## config.mk

```make
export PLATFORM = sky130hd
export DESIGN_NAME = freq_gate_counter
export DESIGN_NICKNAME = d
export VERILOG_FILES = /design/src/rtl/freq_gate_counter.sv
export SDC_FILE = /design/constraint.sdc
export NUM_CORES = 1
export LEC_CHECK = 0
export ABC_CLOCK_PERIOD_IN_PS = 2900
export BUFFER_PORTS_ARGS = -buffer_cell sky130_fd_sc_hd__clkbuf_2
export CAP_MARGIN = 20
export CELL_PAD_IN_SITES_DETAIL_PLACEMENT = 1
export CELL_PAD_IN_SITES_GLOBAL_PLACEMENT = 2
export CORE_MARGIN = 4
export CORE_UTILIZATION = 36
export CTS_CLUSTER_DIAMETER = 50
export DETAILED_ROUTE_END_ITERATION = 16
export MAX_ROUTING_LAYER = met4
export PLACE_DENSITY_LB_ADDON = 0.1
export RECOVER_POWER = 100
export SYNTH_ARGS = -nofsm -noshare
export SYNTH_HDL_FRONTEND = slang
export SYNTH_SLANG_ARGS = --single-unit
```

## constraint.sdc

```tcl
create_clock -name clk -period 2.9 [get_ports clk]
set_input_delay 0.58 -clock clk [delete_from_list [all_inputs] [get_ports clk]]
set_output_delay 0.58 -clock clk [all_outputs]
set_load 0.05 [all_outputs]
```

## src/rtl/freq_gate_counter.sv

```systemverilog
module freq_gate_counter #(
  parameter int DIGITS = 4
) (
  input  logic       clk,
  input  logic       rst,
  input  logic       start,
  input  logic       sig_in,
  output logic       gate,
  output logic       cnt_clr,
  output logic [3:0] dig0,
  output logic [3:0] dig1,
  output logic [3:0] dig2,
  output logic [3:0] dig3
);

  typedef enum logic [1:0] {S_IDLE, S_OPEN, S_HOLD} state_t;
  state_t state;

  always_ff @(posedge clk) begin
    if (rst) state <= S_IDLE;
    else begin
      case (state)
        S_IDLE:  if (start)  state <= S_OPEN;
        S_OPEN:  if (!start) state <= S_HOLD;
        S_HOLD:  if (start)  state <= S_IDLE;
        default: state <= S_IDLE;
      endcase
    end
  end

  assign gate    = (state == S_OPEN);
  assign cnt_clr = (state == S_IDLE);

  logic [2:0] sync;
  always_ff @(posedge clk) begin
    if (rst) sync <= '0;
    else     sync <= {sync[1:0], sig_in};
  end
  wire rise = sync[1] & ~sync[2];

  logic [3:0] dig [DIGITS];
  logic [DIGITS:0] en;
  assign en[0] = gate & rise;

  for (genvar i = 0; i < DIGITS; i++) begin : g_dig
    assign en[i+1] = en[i] && (dig[i] == 4'd9);
    always_ff @(posedge clk) begin
      if (rst || cnt_clr)  dig[i] <= 4'd0;
      else if (en[i])      dig[i] <= (dig[i] == 4'd9) ? 4'd0 : dig[i] + 4'd1;
    end
    a_r7_bcd_range: assert property (@(posedge clk) disable iff (rst) dig[i] <= 4'd9);
  end

  assign dig0 = dig[0];
  assign dig1 = dig[1];
  assign dig2 = dig[2];
  assign dig3 = dig[3];

  a_r2_open: assert property (@(posedge clk) disable iff (rst)
    (cnt_clr && start) |=> (gate && !cnt_clr));
  a_r3_close: assert property (@(posedge clk) disable iff (rst)
    (gate && !start) |=> (!gate && !cnt_clr));
  a_r5_hold: assert property (@(posedge clk) disable iff (rst)
    (!gate && !cnt_clr && !start) |=> ($stable({dig0, dig1, dig2, dig3}) && !gate && !cnt_clr));
  a_r6_idle_pass: assert property (@(posedge clk) disable iff (rst)
    (!gate && !cnt_clr && start) |=> (cnt_clr && !gate));
  a_r8_cleared: assert property (@(posedge clk) disable iff (rst)
    cnt_clr |=> ({dig0, dig1, dig2, dig3} == 16'h0));
  a_r4_step: assert property (@(posedge clk) disable iff (rst)
    (gate && !rise) |=> $stable({dig0, dig1, dig2, dig3}));

endmodule

```

==> results.tsv <==
metric	value	unit
Clock power frac	0.247	
Yosys warnings	0	
Setup CP Type	flop to primary output	
IR Drop Worst-Case VDD	298.0	µV
Pwr Density	493.3	nW/µm²
ANT cells	0	
Final Non-Filler Cells	143	
Syn Inst Count	88	
Root Driver	clkbuf_4	
outcome	completed	
Slowest-stage cell, CP	clkbuf_1	
final hold vios	0	
DPL Wire Length	1543	µm
crit path cell chain	nor2b_1 -> clkbuf_1	
Rel. slew slack	0.6000	
Critical R2R Capture	dig[3][0]	
Final #Nets	125	
Layout Utilization	0.4292	
hold endpoint	state[1]	
Worst R2R Start	dig[0][1]	
vias in the first global route	710	
clk sinks	21	
Initial Utilization	0.3761	
Worst-Skew Late Latency	0.30	ns
Synth async-reset ratio	0	
distinct cell type count of the synthesized netlist	23	
htree depth	1	
fin crit share	0.6764	
Max-Cap Viols	0	
Post-Route WL	1960	µm
pin count of the biggest net entering global routing	14	
ranking of synthesized cells by area	edfxtp_1, dfxtp_1, ha_1, xnor2_1, nor3_1	
Chip Height	61.68	µm
port bufs	21	
Final Critical Period	1.961	ns
die width	61.68	µm
CP Capture Type	primary output	
Post-synth top cells	edfxtp_1, nor2_1, ha_1	
Worst-path clk slew	0.12	ns
Switching Share	0.3003	
post-route ant nets	0	
total CTS buffers	3	
Critical Path AT	1.38	ns
vias per inst	4.909	
critical path's largest stage delay	0.47	ns
gpl congestion	0.7076	
Iter 0 DRT Violations	32	
Most used DFF post-synth	edfxtp_1	
most frequent cell after synthesis	edfxtp_1	
Site Rows	19	
worst path bufs/invs	1	
initial antenna violation count	0	
grt total ovfl	0	
Static Leak	0.4392	nW
hold_buf cts	0	
ratio of cells with drive above 1 in the final layout	0.07143	
hold_sp	start	
postcts setup bufs	0	
crit path max fanout	5	
Hold Path Class	input pin to flop	
Combinational Power Share	0.149	
Sw Pwr	0.0001754	W
DRC viols	0	
placed cell areas	1177	µm²
CP Data Required Time	2.32	ns
Post-Syn Nets	100	
Fill cells	319	
clock buffer depth	2	
I/O pin count	22	
largest area contributor in the netlist	edfxtp_1	
Sequential Power Share	0.604	
worst clock skew	0.003506	ns
Synth top area share	0.4632	
flops & latches, synth	21	
final instance area	1184	µm²
global-route wire length before repair	3180	µm
fmax	0.5098	GHz
WHS Path Cells	2	
Avg Cell Area, Syn	11.79	µm²
CP top delay family	buffers and inverters	
wire per inst	13.71	µm
register area share after synthesis	0.5597	
dpl cells	139	
number of synthesized flops with an enable pin	16	
Setup TNS	0	ns
R2R Setup Slk	1.07	ns
gr usage total	0.1174	
DRT Pass-1 Iters	3	
Resize count post-CTS	0	
max-slew violation count	0	
CTS tree	built	
DR vias	702	
RSZ-0062 raised after global routing	false	
Startpoint Class	flop	
Die ar.	3804	µm²
Cell Area, Synth	1037	µm²
Pint	0.0004086	W
Core Region	2758	µm²
# setup viols final	0	
Least-Margin Pin Slew	0.6026	ns
R2R cell count	5	
Area Overhead vs Synth	14.11	%
power groups by stage:
stage | clock [W] | combinational, W | sequential [W]
2_1_floorplan | 0 | 0.0000300 | 0.000397
3_3_place_gp | 0 | 0.0000914 | 0.000359
3_5_place_dp | 0 | 0.0000916 | 0.000360
4_1_cts | 0.000155 | 0.0000919 | 0.000353
5_1_grt | 0.000163 | 0.0000927 | 0.000356
6_report | 0.000144 | 0.0000870 | 0.000353
cell families after synthesis:
family | share of synthesized area
xor+xnor | 0.07599
buf+inv | 0.01809
compound gates | 0.01930
flops | 0.5597
simple gates | 0.2304
fa+ha+maj | 0.09651
worst max path at each step:
| stage | from | depth (start not counted) | slack [ns] | to |
|---|---|---|---|---|
| finish | state[0] | 2 | 0.94 | gate |
| global route | state[0] | 2 | 0.87 | gate |
| CTS | dig[0][1] | 5 | 1.05 | dig[3][0] |
| detailed placement | dig[0][1] | 5 | 1.08 | dig[3][2] |
| global placement | dig[0][1] | 5 | 1.15 | dig[3][0] |
| floorplan | dig[2][0] | 5 | 0.90 | dig[3][0] |
placed cells by master, fill, tap and decap left out, drive strengths merged:
master / synthesis / layout
clkbuf: 1 / 24
edfxtp: 16 / 16
nor2: 9 / 9
ha: 8 / 8
nor3: 7 / 7
nand3: 5 / 5
nand2: 5 / 5
xnor2: 5 / 5
dfxtp: 5 / 5
nor2b: 4 / 4
inv: 4 / 4
xor2: 4 / 4
and3b: 3 / 3
o21ai: 2 / 2
nor4: 2 / 2
o21ba: 1 / 1
and4bb: 1 / 1
nand2b: 1 / 1
nand4bb: 1 / 1
or3b: 1 / 1
nand4: 1 / 1
or2: 1 / 1
nor3b: 1 / 1
clkinvlp: 0 / 1
cell type report:
type,count,area [µm²],area share
Timing Repair Buffer,21,81.33,0.06871
Multi-Input combinational cell,62,437.9,0.3700
Clock inverter,1,7.507,0.006342
Clock buffer,3,22.52,0.01903
Sequential cell,21,580.6,0.4905
Inverter,4,15.01,0.01268
Tap cell,31,38.79,0.03277
state kept, by name (all words and copies together), names as in the netlist:
| signal | flops |
|---|---|
| dig | 16 |
| sync | 3 |
| state | 2 |
per-layer routing:
| layer | track usage | part of all wire |
|---|---|---|
| met4 | 0.05455 | 0.018 |
| met3 | 0.01887 | 0.046 |
| met1 | 0.1552 | 0.49 |
| met2 | 0.1749 | 0.44 |
| met5 | - | 0 |
worst reg2reg max path, stage by stage, from the launching register on:
cell,delay (ns)
edfxtp_1,0.45
inv_1,0.08
ha_1,0.13
and3b_1,0.26
nand2_1,0.11
o21ai_0,0.45
through the flow:
stage               setup slack, ns  hold WS, ns  power [W]
floorplan                    0.9028       0.4138  0.0004268
global placement              1.147       0.4181  0.0004503
detailed placement            1.077       0.4297  0.0004516
CTS                           1.048       0.4225  0.0005996
global route                 0.8672       0.4405  0.0006115
finish                       0.9385       0.4387  0.0005839
(Power assumes the default switching activity.)
